### src/rtl/holdover_pkg.sv
package holdover_pkg;

  typedef enum logic [1:0] {
    ST_LOCKED     = 2'd0,
    ST_HOLDOVER   = 2'd1,
    ST_WAIT_ALIGN = 2'd2
  } holdState_t;

  // strobes from control to datapath
  typedef struct packed {
    logic captureEn;  // sample tuning code this edge
    logic holdMode;   // loop is not in normal locking
  } ctrlStrobe_t;

endpackage

### src/rtl/holdover_pulse_age.sv
// Cycles elapsed since the last pulse, saturating at all ones.
module holdover_pulse_age #(
  parameter int WIN_W = 4
) (
  input  logic             clk,
  input  logic             rst_n,
  input  logic             pulse,
  output logic [WIN_W-1:0] age
);
  localparam logic [WIN_W-1:0] AGE_SAT = '1;

  always_ff @(posedge clk or negedge rst_n) begin
    if (!rst_n)           age <= AGE_SAT;
    else if (pulse)       age <= '0;
    else if (age != AGE_SAT) age <= age + 1'b1;
  end
endmodule

### src/rtl/holdover_datapath.sv
module holdover_datapath
  import holdover_pkg::*;
#(
  parameter int CODE_W = 10,
  parameter int WIN_W  = 4
) (
  input  logic              clk,
  input  logic              rst_n,
  input  ctrlStrobe_t       strobe,
  input  logic [CODE_W-1:0] tuneCode,
  input  logic [CODE_W-1:0] tripLow,
  input  logic [CODE_W-1:0] tripHigh,
  input  logic [CODE_W-1:0] manualCode,
  input  logic              cfgTrackEn,
  input  logic              cfgManualEn,
  input  logic [WIN_W-1:0]  alignWin,
  input  logic              refPulse,
  input  logic              fbPulse,
  output logic              outWindow,
  output logic              phaseAligned,
  output logic              dacOvrEn,
  output logic [CODE_W-1:0] dacOverride
);
  localparam int NUM_PATHS = 2;

  logic [CODE_W-1:0] trackVal;
  logic [NUM_PATHS-1:0] pulseVec;
  logic [WIN_W-1:0] ageVec [NUM_PATHS];

  // window compare on the tuning code
  assign outWindow = (tuneCode < tripLow) || (tuneCode > tripHigh);

  // tracked tuning value
  always_ff @(posedge clk or negedge rst_n) begin
    if (!rst_n)               trackVal <= '0;
    else if (strobe.captureEn) trackVal <= tuneCode;
  end

  // divider pulse ages, index 0 reference, 1 feedback
  assign pulseVec = {fbPulse, refPulse};
  for (genvar gi = 0; gi < NUM_PATHS; gi++) begin : g_age
    holdover_pulse_age #(.WIN_W(WIN_W)) u_age (
      .clk  (clk),
      .rst_n(rst_n),
      .pulse(pulseVec[gi]),
      .age  (ageVec[gi])
    );
  end

  // a pulse now pairs with the other path's pulse now or within alignWin cycles back
  always_comb begin
    phaseAligned = 1'b0;
    if (refPulse && (fbPulse || (ageVec[1] < alignWin))) phaseAligned = 1'b1;
    if (fbPulse && (ageVec[0] < alignWin))               phaseAligned = 1'b1;
  end

  // DAC override selection, manual has priority over tracked
  always_comb begin
    dacOvrEn    = strobe.holdMode && (cfgManualEn || cfgTrackEn);
    dacOverride = '0;
    if (strobe.holdMode) begin
      if (cfgManualEn)     dacOverride = manualCode;
      else if (cfgTrackEn) dacOverride = trackVal;
    end
  end
endmodule

### src/rtl/holdover_fsm.sv
module holdover_fsm
  import holdover_pkg::*;
(
  input  logic        clk,
  input  logic        rst_n,
  input  logic        cfgHoldEn,
  input  logic        cfgLockTrig,
  input  logic        cfgLosTrig,
  input  logic        cfgLosDetEn,
  input  logic        cfgVtuneTrig,
  input  logic        cfgHitless,
  input  logic        forceHold,
  input  logic        loopLocked,
  input  logic        refLost,
  input  logic        outWindow,
  input  logic        phaseAligned,
  output ctrlStrobe_t strobe,
  output logic        holdActive,
  output logic        cpEnable
);
  holdState_t state, stateNext;
  logic trigger;

  always_comb begin
    trigger = cfgHoldEn && (forceHold
            || (cfgLockTrig && !loopLocked)
            || (cfgLosTrig && cfgLosDetEn && refLost)
            || (cfgVtuneTrig && outWindow));
  end

  always_comb begin
    stateNext = state;
    unique case (state)
      ST_LOCKED:     if (trigger) stateNext = ST_HOLDOVER;
      ST_HOLDOVER:   if (!trigger) stateNext = cfgHitless ? ST_WAIT_ALIGN : ST_LOCKED;
      ST_WAIT_ALIGN: begin
        if (trigger)           stateNext = ST_HOLDOVER;
        else if (phaseAligned) stateNext = ST_LOCKED;
      end
      default:       stateNext = ST_LOCKED;
    endcase
  end

  always_ff @(posedge clk or negedge rst_n) begin
    if (!rst_n) state <= ST_LOCKED;
    else        state <= stateNext;
  end

  assign strobe.captureEn = (state == ST_LOCKED) && loopLocked && !trigger;
  assign strobe.holdMode  = (state != ST_LOCKED);
  assign holdActive       = (state != ST_LOCKED);
  assign cpEnable         = (state == ST_LOCKED);
endmodule

### src/rtl/holdover_sequencer.sv
module holdover_sequencer
  import holdover_pkg::*;
#(
  parameter int CODE_W = 10,
  parameter int WIN_W  = 4
) (
  input  logic              clk,
  input  logic              rst_n,
  input  logic              cfgHoldEn,
  input  logic              cfgLockTrig,
  input  logic              cfgLosTrig,
  input  logic              cfgLosDetEn,
  input  logic              cfgVtuneTrig,
  input  logic              cfgHitless,
  input  logic              cfgTrackEn,
  input  logic              cfgManualEn,
  input  logic              forceHold,
  input  logic              loopLocked,
  input  logic              refLost,
  input  logic [CODE_W-1:0] tuneCode,
  input  logic [CODE_W-1:0] tripLow,
  input  logic [CODE_W-1:0] tripHigh,
  input  logic [CODE_W-1:0] manualCode,
  input  logic [WIN_W-1:0]  alignWin,
  input  logic              refPulse,
  input  logic              fbPulse,
  output logic              holdActive,
  output logic              cpEnable,
  output logic              dacOvrEn,
  output logic [CODE_W-1:0] dacOverride
);
  ctrlStrobe_t strobe;
  logic outWindow;
  logic phaseAligned;

  holdover_fsm u_fsm (
    .clk         (clk),
    .rst_n       (rst_n),
    .cfgHoldEn   (cfgHoldEn),
    .cfgLockTrig (cfgLockTrig),
    .cfgLosTrig  (cfgLosTrig),
    .cfgLosDetEn (cfgLosDetEn),
    .cfgVtuneTrig(cfgVtuneTrig),
    .cfgHitless  (cfgHitless),
    .forceHold   (forceHold),
    .loopLocked  (loopLocked),
    .refLost     (refLost),
    .outWindow   (outWindow),
    .phaseAligned(phaseAligned),
    .strobe      (strobe),
    .holdActive  (holdActive),
    .cpEnable    (cpEnable)
  );

  holdover_datapath #(.CODE_W(CODE_W), .WIN_W(WIN_W)) u_dp (
    .clk         (clk),
    .rst_n       (rst_n),
    .strobe      (strobe),
    .tuneCode    (tuneCode),
    .tripLow     (tripLow),
    .tripHigh    (tripHigh),
    .manualCode  (manualCode),
    .cfgTrackEn  (cfgTrackEn),
    .cfgManualEn (cfgManualEn),
    .alignWin    (alignWin),
    .refPulse    (refPulse),
    .fbPulse     (fbPulse),
    .outWindow   (outWindow),
    .phaseAligned(phaseAligned),
    .dacOvrEn    (dacOvrEn),
    .dacOverride (dacOverride)
  );
endmodule

### config.mk
export PLATFORM = sky130hd
export DESIGN_NAME = holdover_sequencer
export DESIGN_NICKNAME = d
export VERILOG_FILES = /design/src/rtl/holdover_pkg.sv /design/src/rtl/holdover_pulse_age.sv /design/src/rtl/holdover_datapath.sv /design/src/rtl/holdover_fsm.sv /design/src/rtl/holdover_sequencer.sv
export SDC_FILE = /design/constraint.sdc
export NUM_CORES = 1
export LEC_CHECK = 0
export ABC_AREA = 1
export ABC_CLOCK_PERIOD_IN_PS = 3500
export BUFFER_PORTS_ARGS = -buffer_cell sky130_fd_sc_hd__buf_2
export CAP_MARGIN = 20
export CORE_ASPECT_RATIO = 2
export CORE_MARGIN = 4
export CORE_UTILIZATION = 23
export CTS_BUF_LIST = sky130_fd_sc_hd__clkbuf_16
export DETAILED_ROUTE_END_ITERATION = 7
export SYNTH_ARGS = -nofsm -noshare
export SYNTH_HDL_FRONTEND = slang
export SYNTH_SLANG_ARGS = --single-unit
export TNS_END_PERCENT = 1
### constraint.sdc
create_clock -name clk -period 3.5 [get_ports clk]
set_input_delay 0.7 -clock clk [delete_from_list [all_inputs] [get_ports clk]]
set_output_delay 0.7 -clock clk [all_outputs]
set_load 0.01 [all_outputs]
# Yosys cells after proc, flatten, opt, wreduce, memory -nomap -nowiden
# Index checks and enable logic that the tools add are counted.
# totals
regBits	20
in_bits	59
output_inout_bits	13
wordCells	55
# op_classes
n_addsub	2
order_cmp	4
n_eq_ne	7
mux	15
reduce_logical	23
# op_table
operator	count
two-way mux 10 bit	3
two-way mux 4 bit	4
greater-than comparator 10 bit	1
logical AND 1 bit	10
less-than comparator 10 bit	1
two-way mux 2 bit	5
adder 4 x 1 -> 4 bit (second input constant)	2
less-than comparator 4 bit	2
!= test 4 bit (second input constant)	2
logical OR 1 bit	6
case mux 2 bit (3 select lines)	1
nonzero test 2 bit	3
!= test 3 x 2 -> 1 bit (second input constant)	1
AND reduction 3 bit	1
equality test 2 x 1 -> 1 bit (second input constant)	1
equality test 2 bit (second input constant)	1
zero test 1 bit	2
zero test 2 bit	1
two-way mux 1 bit	2
!= test 2 x 1 -> 1 bit (second input constant)	1
!= test 2 bit (second input constant)	1

# Logic depth before layout (Yosys ltp)
# logic_depth
depth_word	8
ltp_mapped	16
ltp_nobuf	16

# Modules after synthesis
# Synthesis repeated with hierarchy kept, for this count alone.
# hier_totals
hier_cells	253
hier_area_um2	1861.8
# by_module_without_submodules
module	instances	cells_each	area_per_inst_um2	seq_area_each_um2
holdover_datapath	1	178	1280.0	250.2
holdover_pulse_age	2	27	210.2	105.1
holdover_fsm	1	21	161.4	50.0

# Worst setup path before layout
# OpenSTA, ideal clock, no wires.
# synth_timing
path_kind	in2out
startpoint	in cfgTrackEn
endpoint	out dacOverride[0]
t_arrival_ps	1367
required_ps	2800
path_slack_ps	1433
stages	4
n_path_buf	0
cell_sequence	inv_1 -> nor2_1 -> nand2_1 -> a21oi_1
# synth_between
elab_chain_cells	3
# synth_lines
item	line_no	rtl
from (decl)	holdover_sequencer.sv:15	input logic cfgTrackEn,
two-way mux 10 bit	holdover_datapath.sv:63	else if (cfgTrackEn) dacOverride = trackVal;
two-way mux 10 bit	holdover_datapath.sv:62	if (cfgManualEn) dacOverride = manualCode;
two-way mux 10 bit	holdover_datapath.sv:61	if (strobe.holdMode) begin
to (decl)	holdover_sequencer.sv:30	output logic [CODE_W-1:0] dacOverride
# No other way between the ends.

# Worst setup path after layout
# layout_timing
startpoint	in cfgManualEn
endpoint	out dacOverride[3]
# layout_between
elab_chain_cells	2
# layout_lines
item	line_no	rtl
from (decl)	holdover_sequencer.sv:16	input logic cfgManualEn,
two-way mux 10 bit	holdover_datapath.sv:62	
two-way mux 10 bit	holdover_datapath.sv:61	
# No other way between the ends.

==> impl_metrics.yaml <==
hold_path:
  min_path_type: "in2async"
cells_and_area:
  finalCoreUtilization_pct: 30.4
  area_growth_pct: 29.7
  mostFrequentLayoutCell: "nand2_1"
  mostFrequentLayoutCells: "72 x nand2_1, 71 x buf_2, 41 x inv_1"
  multi_input_area_mm2: 0.00114
  layout.nets: 409
  drive_gt1_share_pct: 34.5
  regArea_um2: 510
  diodes: 0
  fillers: 870
grt:
  grt_max_degree: 21
  antenna_found_initial: 0
  grt_overflow: 0
  grt_pass1_vias: 1904
  grt_use_total_pct: 10.2
  grt_pass1_wl_mm: 7.93
synth:
  ys_ff_latch: 20
  synth_cells: 250
  synth_cell_types: 27
  syn_nets: 336
  ys_warn_count: 0
  syn_avg_cell_area_um2: 7.40
  yosysSeqAreaShare_pct: 27.6
  syn-cell-area_mm2: 0.00185
routing:
  wire_per_inst_um: 10.9
  drtPass1Iterations: 4
  route.detailed.drc: 0
  avgViaCountPerCell: 4.15
  wirelength_mm: 4.57
  ant_nets: 0
  via_count: 1735
  dr.first_iter.drc_count: 37
sta:
  slew-limit-headroom_pct: 50.3
  timing_hold_violations_final: 0
  tightestPinTransition_ps: 745
  finalWorstSetupSlack_ps: 1050
  fin_setup_tns_ps: 0
  finalCritPeriodShare_pct: 69.9
  rsz0062_at_grt: "false"
  slew_viol_final: 0
  fmaxAchievable_mhz: 409
  skew_ps: 2.50
  final.min_clock_period_ps: 2450
  setup_viol: 0
clock_network:
  clkLatencyLatePin_ps: 260
  path_clk_slew_ps: 60
  cts_buffers: 3
  cts.sinks: 20
  cts_hold_buf: 0
  h-tree-depth: 1
  clockBufferDepth: 2
  cts_root_buf: "clkbuf_16"
  cts.repair.resized: 0
  cts_setup_buffers: 0
  cts_tree: "built"
job:
  cap_violations: 0
die:
  die_h_um: 135
  die_w_um: 71.4
  start_util_pct: 23.5
  core_mm2: 0.00789
  rows: 46
  die_area_mm2: 0.00963
  ioPinCount: 72
worst_setup_path:
  worstSetupStartpoint: "cfgManualEn"
  r2r-start: "u_fsm.state[0]"
  rr_endpoint: "u_dp.trackVal[4]"
  path_max_fanout: 12
  endpoint: "dacOverride[3]"
  cp.required_ps: 2800
  r2r_slack_ps: 1830
  critical_path_class: "in2out"
  arrival_ps: 1750
  worstRegToRegCells: 6
  critical_path.endpoint_type: "primary output"
  crit_path_start_kind: "input pin"
power:
  peakVddDrop_mv: 0.152
  power.density_mw_per_mm2: 352
  p_leak_nw: 1.35
  p_total_mw: 0.845
placement:
  dp_hpwl_mm: 4.11
  post-place-ws_ps: 1030
  portBuffers: 71
  place.gp.congestion: 0.770
status:
  outcome: "finished clean"
==> metal layers <==
metal / up-vias / GRT usage, % / routed length [µm]
li1: 934 / - / -
met1: 754 / 9.66 / 1580
met2: 39 / 20.2 / 2660
met3: 8 / 1.12 / 201
met4: 0 / 5.75 / 131
met5: - / 0 / 0
==> layout make-up <==
type	instances	share of cell area (%)
clock inverters	1	1.25
clock buffers	3	3.13
repair buffers	72	15.1
inverters	44	6.88
multi-input cells	182	47.3
flip-flops and latches	20	21.3
well taps	96	5.01
==> worst max-delay path, stage by stage <==
cell,delay (ps)
buf_2,170
nor2_1,460
nand2_1,120
a21oi_1,160
buf_2,150
==> power breakdown <==
group / total, mW / internal, mW / leakage (nW) / switching (mW)
logic: 0.231 / 0.0990 / 1.07 / 0.132
clock network: 0.315 / 0.227 / 0.0511 / 0.0882
registers: 0.299 / 0.273 / 0.233 / 0.0256
total: 0.845 / 0.599 / 1.35 / 0.246
==> state kept, by name (all words and copies together) (netlist names) <==
register              count
u_fsm.state               2
u_dp.g_age.u_age.age      8
u_dp.trackVal            10
==> synth_stat cells (all sizes together) <==
library cell	instances	share of area, %
and3	1	0.34
a32o	1	0.54
inv	43	8.7
nor2	19	5.3
nand3	20	8.4
clkinv	1	0.20
ha	27	18
buf	2	1.7
dfrtp	12	16
o21ai	6	1.6
xor2	4	1.9
a21o	1	0.41
dfstp	8	11
nand2	79	18
o21a	1	0.47
a21oi	20	5.6
clkbuf	2	0.41
nand4	1	0.34
a31oi	2	0.68
==> through the flow <==
stage / hold slack (ps) / instances / instance area [µm²]
after detailed placement: 463 / 414 / 2290
after floorplan: 404 / 250 / 1850
after global routing: 414 / 418 / 2400
final: 381 / 418 / 2400
after global placement: 458 / 414 / 2290
after CTS: 391 / 418 / 2400
==> logic make-up (layout without fill, tap and decap cells) <==
family | after synthesis | in the layout | share of synthesized area [%]
compound gates | 31 | 31 | 9.33
buf+inv | 48 | 120 | 11.0
simple gates | 120 | 120 | 31.9
xor+xnor | 4 | 4 | 1.89
fa+ha+maj | 27 | 27 | 18.3
flops | 20 | 20 | 27.6
==> how the worst min path moves through the flow <==
stage                     cells after the start               end  slack, ps        startpoint
after detailed placement                      2  u_dp.trackVal[1]        460  u_dp.trackVal[1]
after CTS                                     1  u_dp.trackVal[3]        390             rst_n
after floorplan                               0  u_dp.trackVal[0]        400             rst_n
after global placement                        2  u_dp.trackVal[0]        460  u_dp.trackVal[0]
final                                         1  u_dp.trackVal[3]        380             rst_n
after global routing                          1  u_dp.trackVal[3]        410             rst_n
Note: power is estimated with default switching activity, not from simulation.
